==> config.mk <==
export PLATFORM = sky130hd
export DESIGN_NAME = cart_bank_ctrl
export DESIGN_NICKNAME = d
export VERILOG_FILES = /design/src/rtl/cart_bank_pkg.sv /design/src/rtl/cart_wr_decode.sv /design/src/rtl/cart_bank_regs.sv /design/src/rtl/cart_rom_map.sv /design/src/rtl/cart_ram_map.sv /design/src/rtl/cart_bank_ctrl.sv
export SDC_FILE = /design/constraint.sdc
export NUM_CORES = 1
export LEC_CHECK = 0
export BUFFER_PORTS_ARGS = -buffer_cell sky130_fd_sc_hd__buf_2
export CORE_MARGIN = 2
export CORE_UTILIZATION = 39
export DETAILED_ROUTE_END_ITERATION = 6
export HOLD_SLACK_MARGIN = 0.02
export PLACE_DENSITY_LB_ADDON = 0.1
export SLEW_MARGIN = 25
export SYNTH_ARGS = -nofsm -noshare
export SYNTH_HDL_FRONTEND = slang
export SYNTH_HIERARCHICAL = 1
export SYNTH_SLANG_ARGS = --single-unit
==> constraint.sdc <==
create_clock -name clk -period 3 [get_ports clk]
set_clock_uncertainty 0.05 [all_clocks]
set_input_delay 0 -clock clk [delete_from_list [all_inputs] [get_ports clk]]
set_output_delay 0 -clock clk [all_outputs]
set_load 0.02 [all_outputs]
==> src/rtl/cart_bank_pkg.sv <==
package cart_bank_pkg;

  typedef enum logic [2:0] {
    WSEL_NONE,
    WSEL_RAM_EN,
    WSEL_ROM_LO,
    WSEL_ROM_HI,
    WSEL_RAM_BANK
  } wsel_e;

  localparam logic [7:0] RAM_UNLOCK_KEY = 8'h0A;

  // Decode from address bits [15:12] of a write cycle.
  function automatic wsel_e decode_wr(input logic [3:0] top_nib);
    wsel_e s;
    case (top_nib)
      4'h0, 4'h1: s = WSEL_RAM_EN;
      4'h2:       s = WSEL_ROM_LO;
      4'h3:       s = WSEL_ROM_HI;
      4'h4, 4'h5: s = WSEL_RAM_BANK;
      default:    s = WSEL_NONE;
    endcase
    return s;
  endfunction

endpackage

==> src/rtl/cart_wr_decode.sv <==
module cart_wr_decode
  import cart_bank_pkg::*;
(
  input  logic [3:0] addr_nib,
  input  logic       wr,
  output wsel_e      sel
);
  always_comb begin
    sel = WSEL_NONE;
    if (wr) sel = decode_wr(addr_nib);
  end
endmodule

==> src/rtl/cart_bank_regs.sv <==
module cart_bank_regs
  import cart_bank_pkg::*;
#(
  parameter int DATA_W     = 8,
  parameter int RAM_BANK_W = 4,
  localparam int ROM_BANK_W = DATA_W + 1
) (
  input  logic                  clk,
  input  logic                  rst,
  input  wsel_e                 sel,
  input  logic [DATA_W-1:0]     wdata,
  output logic [ROM_BANK_W-1:0] hi_bank_q,
  output logic [RAM_BANK_W-1:0] ram_bank_q,
  output logic                  ram_on_q
);
  localparam logic [ROM_BANK_W-1:0] HI_RESET = ROM_BANK_W'(1);

  always_ff @(posedge clk) begin
    if (rst) begin
      hi_bank_q  <= HI_RESET;
      ram_bank_q <= '0;
      ram_on_q   <= 1'b0;
    end else begin
      case (sel)
        WSEL_RAM_EN:   ram_on_q <= (wdata == DATA_W'(RAM_UNLOCK_KEY));
        WSEL_ROM_LO:   hi_bank_q[DATA_W-1:0] <= wdata;
        WSEL_ROM_HI:   hi_bank_q[ROM_BANK_W-1] <= wdata[0];
        WSEL_RAM_BANK: ram_bank_q <= wdata[RAM_BANK_W-1:0];
        default: ;
      endcase
    end
  end
endmodule

==> src/rtl/cart_rom_map.sv <==
module cart_rom_map #(
  parameter int BANK_W = 9,
  parameter int WIN_W  = 14,
  localparam int PHYS_W = BANK_W + WIN_W
) (
  input  logic [1:0]        addr_top,
  input  logic [WIN_W-1:0]  addr_off,
  input  logic [BANK_W-1:0] hi_bank,
  output logic              sel,
  output logic [PHYS_W-1:0] phys
);
  always_comb begin
    sel  = ~addr_top[1];
    phys = {(addr_top[0] ? hi_bank : BANK_W'(0)), addr_off};
  end
endmodule

==> src/rtl/cart_ram_map.sv <==
module cart_ram_map #(
  parameter int BANK_W = 4,
  parameter int WIN_W  = 13,
  localparam int PHYS_W = BANK_W + WIN_W
) (
  input  logic [2:0]        addr_top,
  input  logic [WIN_W-1:0]  addr_off,
  input  logic [BANK_W-1:0] bank,
  input  logic              enable,
  output logic              sel,
  output logic [PHYS_W-1:0] phys
);
  localparam logic [2:0] RAM_SLOT = 3'b101;

  always_comb begin
    sel  = enable && (addr_top == RAM_SLOT);
    phys = {bank, addr_off};
  end
endmodule

==> src/rtl/cart_bank_ctrl.sv <==
module cart_bank_ctrl
  import cart_bank_pkg::*;
#(
  parameter int ADDR_W     = 16,
  parameter int DATA_W     = 8,
  parameter int RAM_BANK_W = 4,
  localparam int ROM_BANK_W = DATA_W + 1,
  localparam int ROM_WIN_W  = ADDR_W - 2,
  localparam int RAM_WIN_W  = ADDR_W - 3,
  localparam int ROM_PHYS_W = ROM_BANK_W + ROM_WIN_W,
  localparam int RAM_PHYS_W = RAM_BANK_W + RAM_WIN_W
) (
  input  logic                  clk,
  input  logic                  rst,
  input  logic [ADDR_W-1:0]     bus_addr,
  input  logic [DATA_W-1:0]     bus_wdata,
  input  logic                  bus_wr,
  output logic [ROM_BANK_W-1:0] lo_bank,
  output logic [ROM_BANK_W-1:0] hi_bank,
  output logic [RAM_BANK_W-1:0] ram_bank,
  output logic                  ram_on,
  output logic                  rom_sel,
  output logic [ROM_PHYS_W-1:0] rom_phys,
  output logic                  ram_sel,
  output logic [RAM_PHYS_W-1:0] ram_phys
);
  wsel_e wsel;

  cart_wr_decode u_dec (
    .addr_nib (bus_addr[ADDR_W-1:ADDR_W-4]),
    .wr       (bus_wr),
    .sel      (wsel)
  );

  cart_bank_regs #(.DATA_W(DATA_W), .RAM_BANK_W(RAM_BANK_W)) u_regs (
    .clk        (clk),
    .rst        (rst),
    .sel        (wsel),
    .wdata      (bus_wdata),
    .hi_bank_q  (hi_bank),
    .ram_bank_q (ram_bank),
    .ram_on_q   (ram_on)
  );

  assign lo_bank = '0;

  cart_rom_map #(.BANK_W(ROM_BANK_W), .WIN_W(ROM_WIN_W)) u_rom (
    .addr_top (bus_addr[ADDR_W-1:ADDR_W-2]),
    .addr_off (bus_addr[ROM_WIN_W-1:0]),
    .hi_bank  (hi_bank),
    .sel      (rom_sel),
    .phys     (rom_phys)
  );

  cart_ram_map #(.BANK_W(RAM_BANK_W), .WIN_W(RAM_WIN_W)) u_ram (
    .addr_top (bus_addr[ADDR_W-1:ADDR_W-3]),
    .addr_off (bus_addr[RAM_WIN_W-1:0]),
    .bank     (ram_bank),
    .enable   (ram_on),
    .sel      (ram_sel),
    .phys     (ram_phys)
  );
endmodule

==> run summary, run 1 <==
After clock tree synthesis, the repair step resized 0 gates. Once the clock tree was built, the setup fixing pass inserted 0 buffers. The total power divided by cell area was 353.7 nW/um^2. The count of flip-flops with a built-in enable after synthesis came out at 0.

The compound-gate portion of the synthesized area is 1.423%. The worst setup path is captured at a flop. The clock root buffer was sky130_fd_sc_hd__clkbuf_4. TritonCTS built the clock tree. Relative to the synthesized area, the layout overhead comes to 27.81%.

Traced cell by cell, the critical path runs through buf_2 -> nor4bb_1 -> nor3b_2 -> mux2i_1 -> nor2_1 -> dlygate4sd3_1. For this design the total switching power over the nets is 0.0001324 W. After detailed routing, the number of remaining DRC violations is 0. For this run, the slowest stage of the critical path takes 770 ps. The number of global-route vias before repair was 703; the detailed-route wire length on metal 1 was 821 um. The core footprint was 2410 sq um.

The finished layout holds 178 standard cells, fillers aside. The synthesized netlist occupies a cell area of 967.2 sq um. The xor and xnor area share after synthesis is 0%, and the x dimension of the die is 53.80 um.

The Yosys step of the flow raised 6 warnings. After synthesis, flip-flops and latches occupy 28.98% of the total area. For the worst setup path, the data required time is 3110 ps. The number of H-tree branching levels was 1; the highest net fanout along the worst path was 13. The async set-reset flop share out of synthesis came out at 0%. Signal routing reaches up to met3. The worst pin sits at a relative slew slack of 46.37%. The most critical setup path has its startpoint at bus_addr[14]. A synthesized cell averages 9.039 sq um. In this run, placement finished with an instance count of 149. The logs give 438.5 MHz for the maximum achievable frequency and 397.9 sq um for the multi-input logic area.

Of the total synthesized cell area, the portion taken by AND, OR, NAND and NOR gates is 23.80%. The count of vias placed by the detailed router is 787. In this run the tool buffered the top-level ports with 46 buffer cells. The worst setup path is launched from an input pin. On the final layout, the worst hold slack is 155.6 ps. In the final routed layout, each cell accounts on average for 11.60 um.

Measured against the total synthesized area, the mux share comes to 12.42%. The number of register bits inferred by synthesis is 14. Max-slew violation count: 0. The classification of the worst setup path was input pin to flop. The run gives 0 as the final setup violation count. The internal portion of the total power is 0.0003048 W. The primary flip-flop cell chosen by synthesis mapping was sky130_fd_sc_hd__dfxtp_1. The number of different library cells used by synthesis comes to 22.

Along the worst hold path, the cell count comes to 5. Count of cells along the worst register-to-register path: 3. In this run the deepest clock path goes through 2 buffers. The share of total power dissipated in the clock network is 30.2%. Among all stages on the critical path, the largest delay is contributed by sky130_fd_sc_hd__nor3b_2. Global routing used 14.64% of the available tracks. Entering global routing, the biggest net connects 15 pins. The clock-pin transition on the worst setup and hold timing paths is 80 ps, and the detailed placer's ending HPWL is 1432 um. The run finished with clean final reports. Using the TritonRoute via totals, the vias-per-cell ratio works out to 4.421. The number of hold buffers added after CTS was 25.

The repair_antennas step left the layout with diodes totalling 0. Fraction of final layout cells sized beyond drive strength 1: 36.49%. After the last flow step, the layout net total stands at 176. In the synthesized netlist, the number of instances is 107.

The min-delay analysis places its worst path in the category input pin to flop. The detail route stage leaves a number of antenna-violating nets equal to 0. For the sum of routed wire length over all layers, the log shows 2065 um.

The die outline height works out to 53.80 um. For the count of routing violations after the opening detailed-route iteration, the log shows 8. Of the total power, the share spent switching nets is 30.28%.

Across all register-to-register paths, the minimum setup slack is 1780 ps. The final hold violation count was 0. The path with the worst hold slack has its endpoint at u_regs/hi_bank_q[8]. The routed design uses 198 um of met3 wire. The logs give 280.3 sq um for the sequential cell area and 270 ps for the source-to-sink clock delay at the later pin of the worst-skew pair. The floorplan step defined a die boundary enclosing 2894 sq um. In this run the critical register-to-register path is launched from u_regs/hi_bank_q[6]. Setup repair after global routing left no endpoint under its margin. The number of top-level design ports is 92. The logs give 0.7060 for the global placement routability congestion and 1045 um for the total met2 wirelength after detailed routing. The floorplan has 18 rows. The fill cell total of the finished layout is 246, and the ratio of final minimum period to clock period is 76.02%. The dominant combinational cell family by area after synthesis was buffers and inverters. The total overflow left after global routing is 0. After layout, the minimum clock period comes to 2281 ps.

The hold path startpoint is bus_addr[15]. Number of sinks driven by the clock tree: 14. The critical path arrival is 2400 ps. The tool flagged a number of max-cap violations equal to 0. The worst register-to-register path ends at u_regs/hi_bank_q[6]. IR analysis of the VDD net gives a maximum drop of 0.0002539 V. The wire length of the first global-routing pass is 3029 um. The logs give 43.8% for the part of the total power dissipated in sequential elements and 0 for the initial antenna violation count.

The leakage power total is 0.6208 nW. The tools report the initial standard-cell utilization of the core as 40.14%. Summed over all failing endpoints, the final setup total negative slack is 0 ps. The number of buffers inserted during clock tree synthesis was 3; the slew at the pin with the worst max-slew slack was 800.9 ps.

Of the total synthesized cell area, the portion taken by full adders, half adders and majority gates is 0%. For this run, the detailed router's first-pass iteration total came to 4. The combinational fraction of design power is 26.0%.
per-stage QoR:
| stage | util [%] | total power (W) | setup slack [ps] | instance area (sq um) |
|---|---|---|---|---|
| global route | 51.30 | 0.0004612 | 543.4 | 1236 |
| finish | 51.30 | 0.0004372 | 719.4 | 1236 |
| floorplan | - | 0.0002951 | 1635 | 997.2 |
| CTS | 51.30 | 0.0004459 | 730.9 | 1236 |
| global placement | 39.41 | 0.0002613 | 1019 | 949.7 |
| detailed placement | 39.41 | 0.0002618 | 919.3 | 949.7 |
flip-flops by register name, summed over array words and instances, names as in the netlist:
name,flops
u_regs/hi_bank_q,9
u_regs/ram_on_q,1
u_regs/ram_bank_q,4
worst max-delay path, delay by kind of cell:
family	cells	cell delay (ps)
mux	1	260
buf+inv	2	730
simple gates	3	1390
layer usage:
layer  track usage, %  up-vias
met3            3.056        0
met2            26.02       45
li1                 -      383
met1            17.21      359
met5                0        -
met4            5.128        0
cells in the mapped netlist (2+ instances only):
cell type	number	share of area, %
sky130_fd_sc_hd__nor2b_1	2	1.3
sky130_fd_sc_hd__nor2_1	12	4.7
sky130_fd_sc_hd__and2_1	9	5.8
sky130_fd_sc_hd__mux2i_1	12	12
sky130_fd_sc_hd__dfxtp_1	14	29
sky130_fd_sc_hd__nor3b_2	2	2.6
sky130_fd_sc_hd__nor4b_1	2	1.8
sky130_fd_sc_hd__buf_4	40	31
power groups by stage:
stage	clock network [W]	registers [W]	logic (W)
after CTS	0.000140	0.000192	0.000114
after global routing	0.000146	0.000192	0.000123
after floorplan	0	0.000200	0.0000952
after global placement	0	0.000196	0.0000655
final	0.000132	0.000191	0.000114
after detailed placement	0	0.000196	0.0000659
kinds of logic after synthesis:
group	after synthesis
compound gates	2
buf+inv	43
flops	14
mux	12
other cells	1
simple gates	35
worst max path at each step:
| stage | slack, ps | end |
|---|---|---|
| floorplan | 1630 | u_regs/hi_bank_q[0] |
| global placement | 1020 | u_regs/hi_bank_q[0] |
| detailed placement | 920 | u_regs/hi_bank_q[0] |
| CTS | 730 | u_regs/hi_bank_q[6] |
| global route | 540 | u_regs/hi_bank_q[6] |
| finish | 720 | u_regs/hi_bank_q[6] |
layout by cell type, fill, tap and decap left out, types with 2 or more instances in the layout:
master                          count
sky130_fd_sc_hd__buf_2             46
sky130_fd_sc_hd__dlygate4sd3_1     25
sky130_fd_sc_hd__dfxtp_1           14
sky130_fd_sc_hd__mux2i_1           12
sky130_fd_sc_hd__nor2_1            12
sky130_fd_sc_hd__conb_1             9
sky130_fd_sc_hd__and2_1             9
sky130_fd_sc_hd__clkbuf_4           3
sky130_fd_sc_hd__nor2b_1            2
sky130_fd_sc_hd__nor3b_2            2
sky130_fd_sc_hd__nor4b_1            2
cell type report:
class                   instances  share of cell area [%]
repair buffers                 71                   38.87
multi-input cells              58                   32.19
flip-flops and latches         14                   22.67
well taps                      30                   3.036
clock buffers                   4                   2.935
inverters                       1                  0.3036
(Power assumes the default switching activity.)
==> inputs of run 2 (changes only) <==
- CORE_UTILIZATION: 39 -> 36
- clock period: 3 -> 2.3 ns (I/O delays scaled with it)
==> run 2 against run 1 <==
Against the previous run: via count stayed put; clock-buffer cell count did not move; global-route usage shrank 1.9 points; sequential power up 31%; die area rose by 7.7%; combinational power rose by 31%; non-clock buffer count rose by 1; cell count increased by 0.56%; utilization decreased by 2.0 points; total power is 31% higher; clock power increased by 30%; critical endpoint is now u_regs/hi_bank_q[4]; largest cell class unchanged; largest power group unchanged; highest routed layer is now met4.
==> run summary, run 2 (synthesis results as in run 1) <==
The flow ran to the end, and the final reports show no timing, DRC or antenna violations. The sum of routed wire length over all layers is 2125 um (+2.9%). The total power after layout is 0.0005713 W (+31%). For the antenna diode instance count, the log shows 0 (unchanged). The post-placement cell area came out at 957.2 sq um (+0.79%).

The largest registers in the layout are u_regs/hi_bank_q (9), u_regs/ram_bank_q (4), u_regs/ram_on_q (1). For the DRC violations left, the log shows 0 (unchanged). The tools report the kind of capture point of the worst setup path as a flop.

The logs give 18 (unchanged) for the row count and 58.09% (+12 points) for the worst slew margin relative to its limit. The final setup violation count is 0 (unchanged), and the maximum vdd drop is 0.0003002 V (+18%). Clock tree synthesis selected as its root buffer the cell sky130_fd_sc_hd__clkbuf_4.

The aggregate negative setup slack is 0 ps (unchanged). For the number of buffers inserted during clock tree synthesis, the log shows 3 (unchanged). The wire length of the first global-routing pass is 3125 um (+3.2%), and the total of max-cap violations is 0 (unchanged). The source-to-sink clock delay at the later pin of the worst-skew pair is 270 ps (about the same). The shortest period the worst path allows is 1941 ps. Die outline height: 55.83 um (+3.8%). The routed length per instance is 11.87 um (+2.3%), and the number of global-route vias before repair is 736 (+4.7%). The initial antenna violation count came out at 0 (unchanged).

TritonCTS built the clock tree. The global router's overall resource usage was 12.74% (-1.9 points). For the post-route standard cell area excluding fillers, the log shows 1244 sq um (+0.61%). Leaving out fill and tap cells, the most frequent cells in the layout are sky130_fd_sc_hd__buf_2, sky130_fd_sc_hd__dlygate4sd3_1, sky130_fd_sc_hd__dfxtp_1. The run gives 264 (+7.3%) as the fill cell total of the finished layout. The run gives 38.34% (-1.8 points) as the initial standard-cell utilization of the core.

The number of flip-flops under the largest register name is 9 (unchanged), and the number of top-level design ports is 92 (unchanged). The die footprint was 3117 sq um (+7.7%). The clock-pin transition on the worst setup and hold timing paths came out at 80 ps (about the same). Maximum number of pins on one net before global-route repair: 15 (unchanged). The x dimension of the die came out at 55.83 um (+3.8%).

The logs give 280.3 sq um (unchanged) for the sequential cell area and 397.9 sq um (unchanged) for the multi-input logic area. The fraction of final layout cells sized beyond drive strength 1 was 36.91% (+0.43 points); the total of cells resized after clock tree synthesis was 0 (unchanged). Setup repair after global routing left no endpoint under its margin. The number of buffers inserted to repair setup after CTS was 0 (unchanged). The run gives 0.7074 (+0.20%) as the global placement routability congestion. The type of the most critical hold path is input pin to flop. The total power divided by cell area is 459.4 nW/um^2 (+30%), and the maximum achievable frequency is 515.1 MHz.

The ratio of final minimum period to clock period is 84.40%. The critical path is of the input pin to flop type. For the number of H-tree branching levels, the log shows 1 (unchanged). The slew at the pin with the worst max-slew slack is 620.2 ps (-180.7 ps). The quantity of hold-fixing buffers added after cts was 25 (unchanged). For the total global routing overflow, the log shows 0 (unchanged). The tools report the largest buffer count on any clock path as 2 (unchanged). The remaining antenna violation count is 0 (unchanged). The type of element launching the critical path was an input pin.

Leading cell type in the layout, fill and taps excluded: sky130_fd_sc_hd__buf_2. The run gives 11 (+3) as the count of routing violations after the opening detailed-route iteration. The endpoint required time on the critical path was 2410 ps (-700 ps); the area growth from synthesis to final layout was 28.59%. The tools report the total iterations of the first detailed-routing run as 4 (unchanged). The detailed placer's ending HPWL is 1366 um (-4.6%), and the number of buffer cells added on primary ports is 46 (unchanged). The highest net fanout along the worst path works out to 13 (unchanged). Count of vias placed by the detailed router: 787 (unchanged). The leakage power total came out at 0.6261 nW (+0.87%). The tools report the critical path arrival as 2060 ps (-340 ps).

The tools report the final hold violation count as 0 (unchanged). For the core footprint, the log shows 2522 sq um (+4.7%). Via density per instance: 4.397 (-0.56%). Net total in the final layout: 177 (+0.57%). The run gives 14 (unchanged) as the number of sinks driven by the clock tree. The register with the most flip-flops in the final layout is u_regs/hi_bank_q. Max-slew violation count: 0 (unchanged).
run 2: cell types whose count changed in the layout (fill, tap and decap cells not counted), sizes merged:
cell / delta
buf: +1
run 2: worst max-delay path, stage by stage:
cell and delay (ps):
sky130_fd_sc_hd__buf_2 170, sky130_fd_sc_hd__nor4bb_1 590, sky130_fd_sc_hd__nor3b_2 270, sky130_fd_sc_hd__buf_4 210
sky130_fd_sc_hd__mux2i_1 200, sky130_fd_sc_hd__nor2_1 60, sky130_fd_sc_hd__dlygate4sd3_1 560
run 2: worst paths after layout:
kind                       startpoint             endpoint  slack (ps)  cells after the start
setup / recovery         bus_addr[14]  u_regs/hi_bank_q[4]         360                      7
hold / removal           bus_addr[15]  u_regs/hi_bank_q[8]         160                      5
setup reg to reg  u_regs/hi_bank_q[4]  u_regs/hi_bank_q[4]        1070                      3
hold reg to reg       u_regs/ram_on_q      u_regs/ram_on_q         440                      2
run 2: where the power goes:
| group | switching [W] | internal (W) |
|---|---|---|
| registers | 0.00000284 | 0.000247 |
| logic | 0.0000943 | 0.0000552 |
| clock network | 0.0000761 | 0.0000962 |
run 2: area by class of cell:
type / instances / area share (%)
Timing Repair Buffer: 72 / 39.24
Tap cell: 30 / 3.018
Inverter: 1 / 0.3018
Clock buffer: 4 / 2.918
Multi-Input combinational cell: 58 / 31.99
Sequential cell: 14 / 22.54
run 2: per-stage QoR:
step | util, % | hold WS, ps | setup slack, ps | std cells
6_report | 49.31 | 155.9 | 358.8 | 179
5_1_grt | 49.31 | 187.9 | 241.6 | 179
4_1_cts | 49.31 | 159.9 | 367.9 | 179
3_5_place_dp | 37.95 | -49.79 | 568.7 | 150
3_3_place_gp | 37.95 | -49.79 | 665.1 | 150
2_1_floorplan | - | 19.07 | 934.8 | 115
run 2: routing by layer:
layer	GRT usage [%]	up-vias	wire, um
met5	0	-	0
met4	5.102	0	15
met3	3.721	2	228
met2	22.11	54	1011
met1	14.61	342	869
li1	-	389	-
